[config.mk]
export PLATFORM = sky130hd
export DESIGN_NAME = mc_perf_counters
export DESIGN_NICKNAME = d
export VERILOG_FILES = /design/src/rtl/mcpc_pkg.sv /design/src/rtl/mcpc_id_filter.sv /design/src/rtl/mcpc_event_sel.sv /design/src/rtl/mcpc_counter.sv /design/src/rtl/mc_perf_counters.sv
export SDC_FILE = /design/constraint.sdc
export NUM_CORES = 1
export LEC_CHECK = 0
export ABC_AREA = 0
export CAP_MARGIN = 15
export CORE_UTILIZATION = 45
export DETAILED_ROUTE_END_ITERATION = 7
export DONT_BUFFER_PORTS = 1
export HOLD_SLACK_MARGIN = 0.15
export PLACE_DENSITY = 0.61
export SYNTH_ARGS = -nofsm -noshare
export SYNTH_HDL_FRONTEND = slang
export SYNTH_SLANG_ARGS = --single-unit
[constraint.sdc]
create_clock -name clk -period 2.7 [get_ports clk]
set_clock_uncertainty 0.05 [all_clocks]
set_input_delay 0.135 -clock clk [delete_from_list [all_inputs] [get_ports clk]]
set_output_delay 0.135 -clock clk [all_outputs]
set_load 0.03 [all_outputs]
[src/rtl/mcpc_pkg.sv]
package mcpc_pkg;

   // number of controller event pulse lines
   localparam int EVT_LINES = 7;

   // pulse line positions
   localparam int LN_RD_ACC = 0;
   localparam int LN_WR_ACC = 1;
   localparam int LN_RD_CMD = 2;
   localparam int LN_WR_CMD = 3;
   localparam int LN_PRECH  = 4;
   localparam int LN_ACTV   = 5;
   localparam int LN_REFR   = 6;

   // event selector codes
   localparam logic [7:0] EC_CYCLES = 8'h00;
   localparam logic [7:0] EC_RD_ACC = 8'h04;
   localparam logic [7:0] EC_WR_ACC = 8'h05;
   localparam logic [7:0] EC_RD_CMD = 8'h20;
   localparam logic [7:0] EC_WR_CMD = 8'h21;
   localparam logic [7:0] EC_PRECH  = 8'h31;
   localparam logic [7:0] EC_ACTV   = 8'h32;
   localparam logic [7:0] EC_REFR   = 8'h37;
   localparam logic [7:0] EC_RD_ID  = 8'h41;
   localparam logic [7:0] EC_WR_ID  = 8'h42;

   // control word bit positions
   localparam int CTL_OVF_BIT = 0;
   localparam int CTL_CLR_BIT = 1;
   localparam int CTL_EN_BIT  = 2;
   localparam int CTL_SEL_LSB = 24;

   // register offsets
   localparam int OFS_VAL_BASE = 'h20;
   localparam int OFS_FILTER   = 'h30;

   // fields carried by one control write
   typedef struct packed {
      logic [7:0] sel;
      logic       en;
      logic       clr;
   } ctl_wr_t;

endpackage

[src/rtl/mcpc_id_filter.sv]
module mcpc_id_filter #(
   parameter int ID_W = 16
) (
   input  logic            clk,
   input  logic            rst_n,
   input  logic            wr,
   input  logic [31:0]     wdata,
   input  logic [ID_W-1:0] rd_id,
   input  logic [ID_W-1:0] wr_id,
   output logic            rd_match,
   output logic            wr_match,
   output logic [31:0]     rb
);

   logic [ID_W-1:0] val_q;
   logic [ID_W-1:0] msk_q;

   always_ff @(posedge clk or negedge rst_n) begin
      if (!rst_n) begin
         val_q <= '0;
         msk_q <= '0;
      end else if (wr) begin
         val_q <= wdata[ID_W-1:0];
         msk_q <= wdata[16+ID_W-1:16];
      end
   end

   always_comb begin
      rd_match = ((rd_id ^ val_q) & msk_q) == '0;
      wr_match = ((wr_id ^ val_q) & msk_q) == '0;
      rb       = {16'(msk_q), 16'(val_q)};
   end

endmodule

[src/rtl/mcpc_event_sel.sv]
module mcpc_event_sel
   import mcpc_pkg::*;
(
   input  logic                 clk,
   input  logic                 rst_n,
   input  logic                 ctl_wr,
   input  logic [7:0]           wr_sel,
   input  logic [EVT_LINES-1:0] ev,
   input  logic                 rd_match,
   input  logic                 wr_match,
   output logic                 hit,
   output logic [7:0]           sel_o
);

   logic [7:0] sel_q;

   always_ff @(posedge clk or negedge rst_n) begin
      if (!rst_n)      sel_q <= EC_CYCLES;
      else if (ctl_wr) sel_q <= wr_sel;
   end

   // the held selector decides the hit; a write lands only at the edge
   always_comb begin
      unique case (sel_q)
         EC_CYCLES: hit = 1'b1;
         EC_RD_ACC: hit = ev[LN_RD_ACC];
         EC_WR_ACC: hit = ev[LN_WR_ACC];
         EC_RD_CMD: hit = ev[LN_RD_CMD];
         EC_WR_CMD: hit = ev[LN_WR_CMD];
         EC_PRECH:  hit = ev[LN_PRECH];
         EC_ACTV:   hit = ev[LN_ACTV];
         EC_REFR:   hit = ev[LN_REFR];
         EC_RD_ID:  hit = ev[LN_RD_ACC] & rd_match;
         EC_WR_ID:  hit = ev[LN_WR_ACC] & wr_match;
         default:   hit = 1'b0;
      endcase
      sel_o = sel_q;
   end

endmodule

[src/rtl/mcpc_counter.sv]
module mcpc_counter #(
   parameter int CNT_W = 32
) (
   input  logic             clk,
   input  logic             rst_n,
   input  logic             ctl_wr,
   input  logic             wr_clr,
   input  logic             wr_en,
   input  logic             hit,
   output logic [CNT_W-1:0] cnt_o,
   output logic             en_o,
   output logic             ovf_o,
   output logic             wrap_o
);

   logic [CNT_W-1:0] cnt_q;
   logic             en_q;
   logic             ovf_q;
   logic             do_clr;
   logic             bump;
   logic             at_top;

   always_comb begin
      do_clr = ctl_wr & wr_clr;
      bump   = en_q & hit & ~do_clr;
      at_top = &cnt_q;
   end

   always_ff @(posedge clk or negedge rst_n) begin
      if (!rst_n) begin
         cnt_q <= '0;
         en_q  <= 1'b0;
         ovf_q <= 1'b0;
      end else begin
         if (do_clr) begin
            cnt_q <= '0;
            ovf_q <= 1'b0;
         end else if (bump) begin
            cnt_q <= cnt_q + CNT_W'(1);
            if (at_top) ovf_q <= 1'b1;
         end
         if (ctl_wr) en_q <= wr_en;
      end
   end

   always_comb begin
      cnt_o  = cnt_q;
      en_o   = en_q;
      ovf_o  = ovf_q;
      wrap_o = bump & at_top;
   end

endmodule

[src/rtl/mc_perf_counters.sv]
module mc_perf_counters
   import mcpc_pkg::*;
#(
   parameter int NUM_CNT = 4,
   parameter int CNT_W   = 32,
   parameter int ID_W    = 16,
   parameter int ADDR_W  = 8
) (
   input  logic                 clk,
   input  logic                 rst_n,
   input  logic [ADDR_W-1:0]    reg_addr,
   input  logic                 reg_we,
   input  logic [31:0]          reg_wdata,
   output logic [31:0]          reg_rdata,
   input  logic [EVT_LINES-1:0] evt_pulse,
   input  logic [ID_W-1:0]      rd_axi_id,
   input  logic [ID_W-1:0]      wr_axi_id,
   output logic                 irq
);

   // only counter 0 may request the interrupt
   localparam logic [NUM_CNT-1:0] IRQ_SRC = NUM_CNT'(1);
   localparam logic [ADDR_W-1:0]  FILT_ADR = ADDR_W'(OFS_FILTER);

   if (NUM_CNT < 2 || NUM_CNT > 4) begin : g_bad_num
      $fatal(1, "NUM_CNT must lie in 2..4");
   end
   if (CNT_W < 2 || CNT_W > 32) begin : g_bad_width
      $fatal(1, "CNT_W must lie in 2..32");
   end
   if (ID_W < 1 || ID_W > 16) begin : g_bad_id
      $fatal(1, "ID_W must lie in 1..16");
   end
   if (ADDR_W < 6) begin : g_bad_addr
      $fatal(1, "ADDR_W must be at least 6");
   end

   logic [NUM_CNT-1:0]            ctl_hit;
   logic [NUM_CNT-1:0]            val_hit;
   logic                          filt_hit;
   ctl_wr_t                       cw;
   logic [NUM_CNT-1:0][CNT_W-1:0] cnt_val;
   logic [NUM_CNT-1:0][7:0]       sel_v;
   logic [NUM_CNT-1:0]            en_v;
   logic [NUM_CNT-1:0]            ovf_v;
   logic [NUM_CNT-1:0]            wrap_v;
   logic                          rd_match;
   logic                          wr_match;
   logic [31:0]                   filt_rb;
   logic                          irq_q;

   // address decode and write-field extraction
   always_comb begin
      for (int i = 0; i < NUM_CNT; i++) begin
         ctl_hit[i] = reg_addr == ADDR_W'(4 * i);
         val_hit[i] = reg_addr == ADDR_W'(OFS_VAL_BASE + 4 * i);
      end
      filt_hit = reg_addr == FILT_ADR;
      cw.sel   = reg_wdata[CTL_SEL_LSB +: 8];
      cw.en    = reg_wdata[CTL_EN_BIT];
      cw.clr   = reg_wdata[CTL_CLR_BIT];
   end

   mcpc_id_filter #(.ID_W(ID_W)) u_filt (
      .clk      (clk),
      .rst_n    (rst_n),
      .wr       (reg_we & filt_hit),
      .wdata    (reg_wdata),
      .rd_id    (rd_axi_id),
      .wr_id    (wr_axi_id),
      .rd_match (rd_match),
      .wr_match (wr_match),
      .rb       (filt_rb)
   );

   for (genvar g = 0; g < NUM_CNT; g++) begin : g_slice
      logic       hit;
      logic [7:0] sel;

      if (g == 0) begin : g_cycles
         assign hit = 1'b1;
         assign sel = EC_CYCLES;
      end else begin : g_event
         mcpc_event_sel u_sel (
            .clk      (clk),
            .rst_n    (rst_n),
            .ctl_wr   (reg_we & ctl_hit[g]),
            .wr_sel   (cw.sel),
            .ev       (evt_pulse),
            .rd_match (rd_match),
            .wr_match (wr_match),
            .hit      (hit),
            .sel_o    (sel)
         );
      end

      mcpc_counter #(.CNT_W(CNT_W)) u_cnt (
         .clk    (clk),
         .rst_n  (rst_n),
         .ctl_wr (reg_we & ctl_hit[g]),
         .wr_clr (cw.clr),
         .wr_en  (cw.en),
         .hit    (hit),
         .cnt_o  (cnt_val[g]),
         .en_o   (en_v[g]),
         .ovf_o  (ovf_v[g]),
         .wrap_o (wrap_v[g])
      );

      assign sel_v[g] = sel;
   end

   always_ff @(posedge clk or negedge rst_n) begin
      if (!rst_n) irq_q <= 1'b0;
      else        irq_q <= |(wrap_v & IRQ_SRC);
   end

   // read mux; the clear bit always reads back as zero
   always_comb begin
      reg_rdata = '0;
      for (int i = 0; i < NUM_CNT; i++) begin
         if (ctl_hit[i]) reg_rdata = {sel_v[i], 21'd0, en_v[i], 1'b0, ovf_v[i]};
         if (val_hit[i]) reg_rdata = 32'(cnt_val[i]);
      end
      if (filt_hit) reg_rdata = filt_rb;
   end

   assign irq = irq_q;

endmodule

After elaboration in Yosys (flattened, before gate mapping)
Index checks and enable logic that the tools add are counted.
{"block": "word_totals", "register_bits": 193, "input_bits": 82}
{"block": "op_classes", "n_addsub": 4, "n_eq_ne": 35, "n_mux": 32, "n_bitwise": 27, "reduce_logical": 22}
{"operator": "$mux 32", "count": 16}
{"operator": "$eq 8x6->1 const B", "count": 20}
{"operator": "$add 32x1->32 const B", "count": 4}
{"operator": "$reduce_and 32->1", "count": 4}
{"operator": "$eq 8x3->1 const B", "count": 7}
{"operator": "$eq 8x7->1 const B", "count": 6}
{"operator": "$and 16x16->16", "count": 2}
{"operator": "$logic_not 16->1", "count": 2}
{"operator": "$logic_not 8->1", "count": 4}
{"operator": "$xor 16x16->16", "count": 2}
{"operator": "$pmux 1 s10", "count": 3}
{"operator": "$and 1x1->1", "count": 19}
{"operator": "$eq 8x4->1 const B", "count": 2}
{"operator": "$reduce_bool 2->1", "count": 8}
{"operator": "$mux 1", "count": 12}
{"operator": "$reduce_and 2->1", "count": 4}
{"operator": "$not 1->1", "count": 4}
{"operator": "$mux 3", "count": 1}

Logic depth before layout (Yosys ltp)
Gate-level depths: netlist of run 1.
{"block": "depth", "word_depth": 10, "ltp_mapped": 11}

Cells and area by module
From an unflattened synthesis of run 1, not the netlist that was laid out.
{"block": "unflattened", "hier_cells": 1187, "hier_area_um2": 11715.0}
{"mod": "mcpc_counter", "instances": 4, "cells_each": 185, "area_per_inst_um2": 1714.1, "seq_area_each_um2": 850.8}
{"mod": "mc_perf_counters", "instances": 1, "cells_each": 214, "area_per_inst_um2": 1856.8, "seq_area_each_um2": 25.0}
{"mod": "mcpc_id_filter", "instances": 1, "cells_each": 122, "area_per_inst_um2": 1676.6, "seq_area_each_um2": 800.8}
{"mod": "mcpc_event_sel", "instances": 3, "cells_each": 37, "area_per_inst_um2": 441.7, "seq_area_each_um2": 200.2}

Worst setup path before layout of run 1
No wires, ideal clock.
{"block": "synth_timing", "kind": "register -> register", "startpoint": "register g_slice[2].g_event.u_sel.sel_q[2]", "endpoint": "register g_slice[2].u_cnt.cnt_q[21]", "arrival_time_ns": 2.479, "required_time_ns": 2.572, "path_slack_ns": 0.093, "stages_incl_launch_ff": 10, "n_path_buf": 2, "synth_period_minus_slack_ns": 2.607, "cell_sequence": "dfrtp_1 > buf_6 > or4_4 > o32ai_1 > a22oi_1 > o31a_1 > buf_6 > a2111o_1 > or3_1 > a21oi_1"}
{"block": "synth_via", "elab_chain_cells": 5, "word_cells_on_any_way": 14, "cone_classes": "eq/ne: 9; mux: 1; bitwise: 2; reduce/logical: 2"}
{"element": "start, declared", "line": "mcpc_event_sel.sv:15", "rtl": "logic [7:0] sel_q;"}
{"element": "start signal, assigned", "line": "mcpc_event_sel.sv:19", "rtl": "else if (ctl_wr) sel_q <= wr_sel;"}
{"element": "$eq 8x7->1, or another cell as far along", "line": "mcpc_event_sel.sv:24", "rtl": "unique case (sel_q)"}
{"element": "$pmux 1 s10 (*)", "line": "mcpc_event_sel.sv:24"}
{"element": "$and 1x1->1 (*) (2 in a row)", "line": "mcpc_counter.sv:25", "rtl": "bump = en_q & hit & ~do_clr;"}
{"element": "$reduce_bool 2->1 (no line) (*)"}
{"element": "end signal, assigned", "line": "mcpc_counter.sv:39", "rtl": "cnt_q <= cnt_q + CNT_W'(1);"}
{"element": "end, declared", "line": "mcpc_counter.sv:16", "rtl": "logic [CNT_W-1:0] cnt_q;"}
Every way passes the cells marked *; elsewhere a longest branch is shown, timed or not.
A chain may end at the register's enable or synchronous reset.

Worst setup path after layout of run 1
{"block": "layout_timing", "startpoint": "register u_filt.val_q[10]", "endpoint": "register g_slice[1].u_cnt.cnt_q[27]"}
{"block": "layout_via", "elab_chain_cells": 8, "word_cells_on_any_way": 12, "cone_classes": "mux: 1; bitwise: 8; reduce/logical: 3"}
{"element": "start, declared", "line": "mcpc_id_filter.sv:15", "rtl": "logic [ID_W-1:0] val_q;"}
{"element": "start signal, assigned", "line": "mcpc_id_filter.sv:23", "rtl": "val_q <= wdata[ID_W-1:0];"}
{"element": "$xor 16x16->16 (on tied branches)", "line": "mcpc_id_filter.sv:30, mcpc_id_filter.sv:29"}
{"element": "$and 16x16->16 (on tied branches)", "line": "mcpc_id_filter.sv:30, mcpc_id_filter.sv:29"}
{"element": "$logic_not 16->1 (on tied branches)", "line": "mcpc_id_filter.sv:30, mcpc_id_filter.sv:29"}
{"element": "$and 1x1->1 (on tied branches)", "line": "mcpc_event_sel.sv:34, mcpc_event_sel.sv:33"}
{"element": "$pmux 1 s10 (*)", "line": "mcpc_event_sel.sv:24"}
{"element": "$and 1x1->1 (*) (2 in a row)", "line": "mcpc_counter.sv:25"}
{"element": "$reduce_bool 2->1 (no line) (*)"}
{"element": "end signal, assigned", "line": "mcpc_counter.sv:39"}
{"element": "end, declared", "line": "mcpc_counter.sv:16"}
Marks and branches as above.

==> metrics.md, run 1 <==
| Metric | Value |
|---|---|
| H-Tree Depth | 4 |
| Sw Ratio | 30.7% |
| Final ANT Viol Nets | 0 |
| Fin Hold WS | -0.664 ns |
| # Max-Cap Violations | 0 |
| Worst Tran Pin Value | approximately 0.84 ns |
| Largest net degree at the start of global routing | 194 |
| YS warnings | 0 |
| Placed cell area | 12500 um2 |
| Crit path max-delay cell type | dfrtp_2 |
| Final Cell Area | 14800 um2 |
| Synth Area in Simple Gates | between 20% and 30% |
| Worst Hold Class | input port to async pin |
| CTS sink count | 193 |
| Final worst slack | -0.120 ns |
| Routed WL | 40600 um |
| Finished Layout Cells | 1688 |
| R2R depth | 13 |
| Clock latency on the worst-skew pair | 0.45 ns |
| Worst path depth | 13 |
| Hpwl dp | between 20000 and 30000 um |
| Top cell type by total area after synthesis | dfrtp_1 |
| Starting Density | 46.5% |
| Most common cell after layout, fill and taps aside | dfrtp_1 |
| Final setup fails | 49 |
| Vias per cell | 6.44 |
| CTS clk-pin slew, worst paths | 0.07 ns |
| Final Critical Period | between 2 and 3 ns |
| Row count | 57 |
| Seq/Total Area, Yosys | 42.3% |
| Largest family of logic cells by synthesized area | simple AND/OR/NAND/NOR gates |
| Primary FF master, synth | dfrtp_1 |
| Final Max Tran Viols | 0 |
| Most frequent cells in the layout | 187 x dfrtp_1, 121 x buf_4, 110 x nor2_1 |
| Clock share of power | 36.8% |
| Setup CP Type | flop to flop |
| GRT Total Usage | 29.7% |
| Buf/Inv on CP | 5 |
| CP Data Arrival Time | 3.10 ns |
| Clock buffer depth | 2 |
| Crit path largest cell delay | 0.45 ns |
| Fin. Hold Viols | 193 |
| Placed Instances | 1584 |
| Syn_area_per_cell | 9.44 um2 |
| Layout area overhead | 29.3% |
| Most frequent CP cell | buf_6 |
| Unrepaired setup endpoints after global routing | true |
| Worst-path maximum fanout | 5 |
| Post-CTS Hold Fix Bufs | 33 |
| CTS Buf Count | 17 |
| Synth top area cells | dfrtp_1 42%, mux2_2 6.2%, xor2_1 3.9%, nor2_1 3.8%, xnor2_1 3.5% |
| Leak Pwr | 6.20 nW |
| Ys async rst share | 100% |
| Fin Setup TNS | -2.34 ns |
| Yosys top cell area share | 42.3% |
| Rel. slew slack | 44.2% |
| Critical Path RT | 2.98 ns |
| Die Y | 161 um |
| DR WL/cell | 24.1 um |
| Int Pwr | about 5.1 mW |
| Delay-heaviest family, CP | compound AO/OA/AOI/OAI gates |
| Nets | 1437 |
| Fmax | 0.355 GHz |
| Port Buffer Count | 0 |
| #FFs+latches synth | 193 |
| Clock tree from TritonCTS | yes |
| EDFF count, synth | 0 |
| Share of power burned in registers | 48.0% |
| Pre-CTS setup slack | -0.323 ns |
| Antenna Cells | 0 |
| Die area | 26000 um2 |
| Global placer's final weighted congestion | 0.944 |
| Final worst-path cycle share | 104% |
| Logic pwr share | 15.2% |
| Initial antenna violation count | 1 |
| Gr ovfl total | 0 |
| Via count | 10900 |
| Ports | about 120 |
| Multiplexer share of the synthesized area | 7.26% |
| Area share of fa/ha/maj cells after synthesis | 0.438% |
| Status | complete, but fails checks |
| Initial DRC count | 1225 |
| Mapped Area | 11400 um2 |
| CORE AREA | 24600 um2 |
| CP Capture Type | flop |
| DRC errors left | 4 |
| P_sw | 2.26 mW |
| Synth cell types | 71 |
| Die Span X | 161 um |
| Power per cell area | 498 nW/um2 |
| Post-Synth XOR/XNOR Area | under 10% |
| Synth Area in Compound Gates | 18.3% |
| Clk Tree Root Cell | clkbuf_16 |
| Max VDD drop | 0.337 mV |
| Share of post-route cells with drive strength above 1 | 30.1% |
| Crit path launch type | flop |
| Critical path cell sequence | buf_6 > xor2_1 > a222oi_1 > buf_4 > nand2_4 > nor3_4 > o2111ai_4 > buf_12 > buf_6 > a21oi_4 > buf_6 > a21oi_2 > a31o_2 |
| Post-Synthesis Cells | 1211 |
| Global-route wire length before repair | ~59000 um |
| Synthesized net count | roughly 1300 |
| Drt pass-1 iters | 8 |
| Failing checks | DRC, hold timing, setup timing |
| Vias in the first global route | 9957 |
## worst reg2reg max path, delay by kind of cell (launching register included)
family	cells	cell delay, ns
AOI/OAI and AO/OA	5	0.98
xor gates and xnor gates	1	0.13
DFF	1	0.45
and+or+nand+nor	2	0.31
buffers and inverters	5	0.80
## area by class of cell
class / instances / area, um2
sequential: 193 / 4840
inverter: 23 / 86.3
multi-input combinational: 925 / 7100
fill: 2074 / 9820
tap: 324 / 405
clock inverter: 14 / 168
timing repair buffer: 191 / 1750
clock buffer: 18 / 439
## worst paths after layout
kind,to,startpoint,slack (ns)
min,g_slice[1].u_cnt.cnt_o[13],rst_n,-0.66
max reg2reg,g_slice[1].u_cnt.cnt_o[27],u_filt.val_q[10],-0.12
min in group clk,g_slice[1].u_cnt.cnt_o[27],reg_wdata[1],0.15
max in group asynchronous,u_filt.msk_q[15],rst_n,3.00
max,g_slice[1].u_cnt.cnt_o[27],u_filt.val_q[10],-0.12
min reg2reg,g_slice[2].u_cnt.ovf_o,g_slice[2].u_cnt.ovf_o,0.47
## cell usage after synthesis, types with 4 or more instances
cell type and n:
dfrtp_1 193, nor2_1 116, nand2_1 107, a21oi_1 70
mux2_2 63, nand3_1 55, xor2_1 51, xnor2_1 46
a22oi_1 44, clkbuf_1 44, and3_1 35, a222oi_1 32
nand4_1 31, o21ai_0 28, inv_1 23, nand2b_1 20
o31ai_1 19, or3_1 18, nor3_1 16, or4_1 16
a211oi_1 14, buf_2 12, mux2i_1 12, a2111oi_0 11
a31o_2 9, and4_1 7, nand3b_1 7, a31oi_1 6
and2_1 6, buf_1 6, o22ai_1 6, a2111oi_2 5
nor2b_1 5, o21a_1 5, a221o_1 4, buf_6 4
ha_1 4, or2_2 4
## flip-flops by register name (all words and copies together), names as in the netlist
signal	cells
g_slice.u_cnt.cnt_o	128
g_slice.g_event.u_sel.sel_o	24
g_slice.u_cnt.ovf_o	4
g_slice.u_cnt.en_o	4
u_filt.msk_q	16
irq	1
u_filt.val_q	16
## power groups by stage
stage / Clock (mW) / Sequential [mW] / Combinational [mW]
6_report: 2.71 / 3.54 / 1.12
3_5_place_dp: 0 / 3.57 / 0.895
5_1_grt: 2.84 / 3.57 / 1.23
4_1_cts: 2.73 / 3.52 / 0.980
3_3_place_gp: 0 / 3.57 / 0.866
2_1_floorplan: 0 / 3.45 / 0.678
## what timing repair did
item / 4_1_cts / 5_1_grt
gates cloned: 0 / 10
endpoints found under the setup margin: 66 / 71
gates resized for setup: 21 / 188
pin swaps: 9 / 125
endpoints found under the hold margin: 286 / 193
buffers inserted: 4 / 26
## cell families after synthesis
logic type | Yosys count
flops | 193
xor+xnor | 97
buf+inv | 95
simple gates | 461
fa+ha+maj | 4
compound gates | 286
mux | 75
## metrics by stage
| step | total power, mW | utilization [%] |
|---|---|---|
| floorplan | 4.13 | - |
| global placement | 4.44 | 50.8 |
| detailed placement | 4.47 | 50.8 |
| CTS | 7.23 | 55.0 |
| global route | 7.64 | 60.1 |
| finish | 7.37 | 60.1 |
## per-layer routing
layer	routed length (um)	part of all wire, %	GRT usage (%)	up-vias
met2	18500	46	45.1	567
met3	3870	9.5	7.96	109
met4	1550	3.8	12.0	4
li1	-	-	-	4798
met5	26	0.064	0	-
met1	16700	41	40.2	5389
No activity file was read; power rests on OpenSTA's default activity.
==> inputs of run 2 (changes only) <==
- PLACE_DENSITY: 0.61 -> unset
==> run 2 against run 1 <==
Net effect: the run ends with hold timing, setup timing left; sequential power barely moved; clock power fell by 4%; global-route usage rose by 0.078 points; via count fell by 4.5%; clock-buffer cell count did not move; total power fell by 2.9%; setup slack improved by 0.054 ns.
==> metrics.md, run 2 (synthesis gave the netlist of run 1 again) <==
| Metric | Value |
|---|---|
| Status | complete, but fails checks |
| Failing checks | hold timing, setup timing |
| Initial DRC count | 1061 (-13%) |
| Global placer's final weighted congestion | 0.961 (+1.9%) |
| Leak Pwr | 5.97 nW (-3.8%) |
| Final Max Tran Viols | 0 (unchanged) |
| Final Critical Period | 2.77 ns (-0.0536 ns) |
| GRT Total Usage | 29.8% (+0.078 points) |
| Port Buffer Count | 0 (unchanged) |
| Highest metal used | met5 |
| Multi-input logic area | 6530 um2 (-8.0%) |
| Vias per cell | 6.24 (-3.1%) |
| Final ANT Viol Nets | 0 (unchanged) |
| Drt pass-1 iters | 8 (unchanged) |
| Metal2 WL | 17500 um (-5.6%) |
| Layout fillers | 2134 (+2.9%) |
| Initial antenna violation count | 1 (unchanged) |
| Final worst-path cycle share | 102% (-2.0 points) |
| DR WL/cell | 22.8 um (-5.4%) |
| # Max-Cap Violations | 0 (unchanged) |
| Max VDD drop | 0.330 mV (-2.1%) |
| Die area | 26000 um2 (unchanged) |
| Routed WL | 37900 um (-6.7%) |
| Pre-CTS setup slack | -0.170 ns (+0.153 ns) |
| Clock tree from TritonCTS | yes |
| Final Cell Area | 13900 um2 (-6.0%) |
| Critical path cell sequence | xor2_1 > a22oi_2 > nand4_1 > nand4bb_1 > o31a_1 > a21o_1 > buf_12 > or4_1 > a21oi_2 |
| Vias in the first global route | 10000 (+0.71%) |
| Routed wire length on met3 | 3120 um (-19%) |
| Fmax | 0.361 GHz (+1.9%) |
| Antenna Cells | 0 (unchanged) |
| Fin Hold WS | -0.672 ns (-0.00745 ns) |
| Clock latency on the worst-skew pair | 0.45 ns (about the same) |
| Rel. slew slack | 52.6% (+8.4 points) |
| CP Capture Type | flop |
| Final worst slack | -0.0665 ns (+0.0536 ns) |
| Setup CP Type | flop to flop |
| CTS Buf Count | 17 (unchanged) |
| Sequential Area | 4840 um2 (about the same) |
| CORE AREA | 24600 um2 (unchanged) |
| Buf/Inv on CP | 1 (-4) |
| Worst Hold Class | input port to async pin |
| Nets | 1413 (-1.7%) |
| Hpwl dp | 27800 um (+1.0%) |
| Crit path launch type | flop |
| Most common cell after layout, fill and taps aside | dfrtp_1 |
| Starting Density | 46.5% (unchanged) |
| CTS sink count | 193 (unchanged) |
| Post-CTS Hold Fix Bufs | 33 (unchanged) |
| DRC errors left | 0 (-4) |
| Worst-path maximum fanout | 15 (+10) |
| CTS clk-pin slew, worst paths | 0.08 ns (about the same) |
| Placed cell area | 12500 um2 (+0.18%) |
| Via count | 10400 (-4.5%) |
| Most frequent cells in the layout | 186 x dfrtp_1, 120 x buf_4, 110 x nor2_1 |
| Global-route wire length before repair | 58600 um (-0.28%) |
| Fin Setup TNS | -0.621 ns (+1.72 ns) |
| Clock buffer depth | 2 (unchanged) |
| Critical Path RT | 3.02 ns (+0.04 ns) |
| Max reg flops | 128 (unchanged) |
| Final setup fails | 13 (-73%) |
| Worst Tran Pin Value | 0.711 ns (-0.126 ns) |
| Fin. Hold Viols | 193 (unchanged) |
| Layout area overhead | 21.6% |
| Die Span X | 161 um (unchanged) |
| Crit path largest cell delay | 0.52 ns (+0.07 ns) |
| Ports | 115 (unchanged) |
| Share of post-route cells with drive strength above 1 | 24.5% (-5.7 points) |
| Power per cell area | 514 nW/um2 (+3.2%) |
| Met1 Wirelength | 16200 um (-2.6%) |
| CP Data Arrival Time | 3.09 ns (about the same) |
| Delay-heaviest family, CP | simple AND/OR/NAND/NOR gates |
| Clk Tree Root Cell | clkbuf_16 |
| Unrepaired setup endpoints after global routing | true |
| Die Y | 161 um (unchanged) |
| Crit path max-delay cell type | or4_1 |
| H-Tree Depth | 4 (unchanged) |
| Gr ovfl total | 0 (unchanged) |
| Row count | 57 (unchanged) |
| Largest net degree at the start of global routing | 194 (unchanged) |
==> run 2: cell types whose count changed in the layout (fill, tap and decap cells not counted), moves of 5 or more <==
cell | previous run | this run
a2111oi_1 | 0 | 5
a2111oi_4 | 10 | 4
a21oi_1 | 41 | 57
a21oi_2 | 27 | 14
buf_6 | 25 | 12
clkinv_8 | 0 | 5
o31ai_1 | 6 | 15
o31ai_4 | 8 | 0
or4_1 | 6 | 11
or4_4 | 11 | 6
==> run 2: metal layers <==
| metal | vias to the layer above | global-route usage (%) |
|---|---|---|
| li1 | 4742 | - |
| met1 | 5130 | 41.2 |
| met2 | 436 | 45.8 |
| met3 | 67 | 6.99 |
| met4 | 4 | 9.95 |
| met5 | - | 0 |
==> run 2: final timing paths <==
kind                                         from                           endpoint  slack, ns  cells past startpoint
max                              u_filt.val_q[12]         g_slice[2].u_cnt.cnt_o[24]      -0.07                      9
min                                         rst_n         g_slice[2].u_cnt.cnt_o[14]      -0.67                      0
max reg2reg                      u_filt.val_q[12]         g_slice[2].u_cnt.cnt_o[24]      -0.07                      9
min reg2reg                g_slice[1].u_cnt.ovf_o             g_slice[1].u_cnt.ovf_o       0.48                      2
max in group asynchronous                   rst_n         g_slice[3].u_cnt.cnt_o[30]       2.99                      0
min in group clk                           reg_we  g_slice[1].g_event.u_sel.sel_o[1]       0.18                      2
==> run 2: final cells by class <==
class / count / share of cell area, %
clock buffer: 18 / 3.16
timing repair buffer: 169 / 10.3
clock inverter: 14 / 1.17
tap: 324 / 2.92
multi-input combinational: 923 / 47.0
inverter: 23 / 0.621
sequential: 193 / 34.8
==> run 2: what timing repair did <==
| item | CTS | global route |
|---|---|---|
| setup buffers | 3 | 1 |
| gates resized for setup | 18 | 70 |
| endpoints found under the hold margin | 280 | 193 |
| setup endpoints to repair | 54 | 76 |
| gates cloned | 1 | 2 |
| pin swaps | 11 | 25 |
==> run 2: per-stage QoR <==
stage	hold slack (ns)	cells	utilization, %	power [mW]
5_1_grt	-0.696	1664	56.5	7.46
4_1_cts	-0.681	1661	55.1	7.13
6_report	-0.672	1664	56.5	7.15
3_3_place_gp	-0.202	1592	50.8	4.46
3_5_place_dp	-0.201	1592	50.8	4.48
2_1_floorplan	-0.211	1211	-	4.13
==> run 2: where the power goes <==
| part | total, mW | internal (mW) | switching (mW) | leakage [nW] |
|---|---|---|---|---|
| sequential | 3.54 | 3.15 | 0.385 | 2.51 |
| combinational | 1.02 | 0.487 | 0.537 | 3.17 |
| clock | 2.59 | 1.27 | 1.31 | 0.291 |
==> inputs of run 3 (changes only) <==
- CELL_PAD_IN_SITES_DETAIL_PLACEMENT: unset -> 1
- CELL_PAD_IN_SITES_GLOBAL_PLACEMENT: unset -> 1
- PLACE_DENSITY_LB_ADDON: unset -> 0.1
==> run 3 against run 2 <==
Net effect: first-iteration DRC count rose by 17%; largest power group unchanged; non-clock buffer count is 44 higher; core utilization rose by 3.5 points; clock power increased by 2%; total power up 3.3%; flip-flop and latch count did not move; cell count is 2.7% higher; design area up 6.2%; setup slack worse by 0.22 ns; the flow still finishes with violations (hold timing, setup timing); combinational power grew 19%; register-to-register slack got worse by 0.22 ns; clock-buffer cell count is 1 higher.
==> metrics.md, run 3 (synthesis gave the netlist of run 1 again) <==
| Metric | Value |
|---|---|
| Global placer's final weighted congestion | 0.931 (-3.1%) |
| Total power | 7.39 mW (+3.3%) |
| Final ANT Viol Nets | 0 (unchanged) |
| Die area | 26000 um2 (unchanged) |
| CTS sink count | 193 (unchanged) |
| Pre-CTS setup slack | -0.569 ns (-0.399 ns) |
| Vias per cell | 6.52 (+4.6%) |
| Initial antenna violation count | 0 (-1) |
| Worst-path maximum fanout | 13 (-2) |
| Worst Hold Class | input port to async pin |
| Clock share of power | 35.8% (-0.4 points) |
| Fin Setup TNS | -11.19 ns (-10.57 ns) |
| Gr ovfl total | 0 (unchanged) |
| H-Tree Depth | 4 (unchanged) |
| Status | complete, but fails checks |
| Ports | 115 (unchanged) |
| Antenna Cells | 0 (unchanged) |
| Unrepaired setup endpoints after global routing | true |
| CTS Buf Count | 17 (unchanged) |
| Global-route wire length before repair | 68600 um (+17%) |
| Layout fillers | 2656 (+24%) |
| Row count | 57 (unchanged) |
| Finished Layout Cells | 1709 (+2.7%) |
| Rel. slew slack | 40.9% (-12 points) |
| Clock buffer depth | 2 (unchanged) |
| Max reg flops | 128 (unchanged) |
| Final Critical Period | 2.98 ns (+0.217 ns) |
| Drt pass-1 iters | 8 (unchanged) |
| Worst Tran Pin Value | 0.887 ns (+0.176 ns) |
| Most common cell after layout, fill and taps aside | dfrtp_1 |
| Fin. Hold Viols | 193 (unchanged) |
| DRC errors left | 0 (unchanged) |
| CP Capture Type | flop |
| Fin util | 60.0% (+3.5 points) |
| Most frequent cells in the layout | 187 x dfrtp_1, 153 x buf_4, 110 x nor2_1 |
| Clk Tree Root Cell | clkbuf_16 |
| Routed WL | 46800 um (+23%) |
| Starting Density | 46.5% (unchanged) |
| Final worst slack | -0.283 ns (-0.217 ns) |
| Logic pwr share | 16.4% (+2.1 points) |
| Crit path launch type | flop |
| Max VDD drop | 0.430 mV (+30%) |
| DR WL/cell | 27.4 um (+20%) |
| Failing checks | hold timing, setup timing |
| Largest net degree at the start of global routing | 194 (unchanged) |
| Setup CP Type | flop to flop |
| Layout area overhead | 29.1% |
| Via count | 11200 (+7.4%) |
| Die Y | 161 um (unchanged) |
| Fin Hold WS | -0.675 ns (-0.00374 ns) |
| Leak Pwr | 6.25 nW (+4.8%) |
| Share of power burned in registers | 47.8% (-1.7 points) |
| Port Buffer Count | 0 (unchanged) |
| Placed Instances | 1613 (+1.3%) |
| Clock tree from TritonCTS | yes |
| P_sw | 2.34 mW (+4.9%) |
| Clock latency on the worst-skew pair | 0.46 ns (about the same) |
| Vias in the first global route | 11500 (+15%) |
| CP Data Arrival Time | 3.29 ns (+0.20 ns) |
| Register-to-register path setup slack | -0.28 ns (-0.22 ns) |
| Final setup fails | 86 (+73) |
| CORE AREA | 24600 um2 (unchanged) |
| Initial DRC count | 1241 (+17%) |
| Critical Path RT | 3.01 ns (about the same) |
| Die Span X | 161 um (unchanged) |
| Share of post-route cells with drive strength above 1 | 31.4% (+6.9 points) |
| Post-CTS Hold Fix Bufs | 33 (unchanged) |
| Final Max Tran Viols | 0 (unchanged) |
| Final worst-path cycle share | 110% (+8.0 points) |
| Sw Ratio | 31.7% (+0.46 points) |
| CTS clk-pin slew, worst paths | 0.08 ns (about the same) |
| Hpwl dp | 31000 um (+12%) |
| GRT Total Usage | 35.1% (+5.3 points) |
| Nets | 1458 (+3.2%) |
| # Max-Cap Violations | 0 (unchanged) |
| Power per cell area | 500 nW/um2 (-2.7%) |
| Int Pwr | 5.04 mW (+2.6%) |
| Fmax | 0.335 GHz (-7.3%) |
run 3: layout make-up:
class	instances	area (um2)	share of cell area [%]
multi-input combinational	924	7010	47.5
sequential	193	4840	32.8
timing repair buffer	213	1830	12.4
clock buffer	19	443	3.00
tap	324	405	2.75
clock inverter	13	144	0.975
inverter	23	86.3	0.585
run 3: timing repair:
| action | CTS | global route |
|---|---|---|
| gates cloned | 3 | 0 |
| endpoints found under the setup margin | 95 | 92 |
| pin swaps | 30 | 43 |
| endpoints found under the hold margin | 285 | 193 |
| resized for setup | 77 | 118 |
| setup buffers | 17 | 14 |
run 3: critical path, stage by stage (launching register included):
cell and delay, ns:
dfrtp_2 0.46, xor2_1 0.17, a222oi_1 0.49, buf_4 0.22, buf_6 0.10, nand4_1 0.23
a21o_1 0.29, buf_12 0.16, or4_1 0.52, a21oi_1 0.18
run 3: power groups by stage:
stage          Clock, mW  Combinational [mW]  Sequential, mW
6_report            2.64                1.21            3.53
4_1_cts             2.65                1.13            3.52
2_1_floorplan          0               0.678            3.45
3_5_place_dp           0               0.987            3.56
5_1_grt             2.75                1.32            3.57
3_3_place_gp           0               0.939            3.56
run 3: metal layers:
metal  track usage, %  share of wire (%)  up-vias
met1             44.3                 40     5696
met2             58.3                 49      492
met3             7.24                7.3      131
met4             14.8                4.3        0
met5                0                  0        -
li1                 -                  -     4832
run 3: path summary, 6_finish.rpt:
check | from | endpoint | cells past startpoint
max in group asynchronous | rst_n | u_filt.val_q[11] | 0
setup / recovery | u_filt.val_q[10] | g_slice[2].u_cnt.cnt_o[28] | 9
hold / removal | rst_n | irq | 0
hold reg to reg | g_slice[1].u_cnt.ovf_o | g_slice[1].u_cnt.ovf_o | 2
min in group clk | reg_we | g_slice[2].g_event.u_sel.sel_o[0] | 2
setup reg to reg | u_filt.val_q[10] | g_slice[2].u_cnt.cnt_o[28] | 9
run 3: per-stage QoR:
stage,hold WS [ns],cell area [um2]
final,-0.675,14800
after global routing,-0.689,14800
after CTS,-0.682,14200
after detailed placement,-0.200,12700
after global placement,-0.203,12700
after floorplan,-0.211,11400
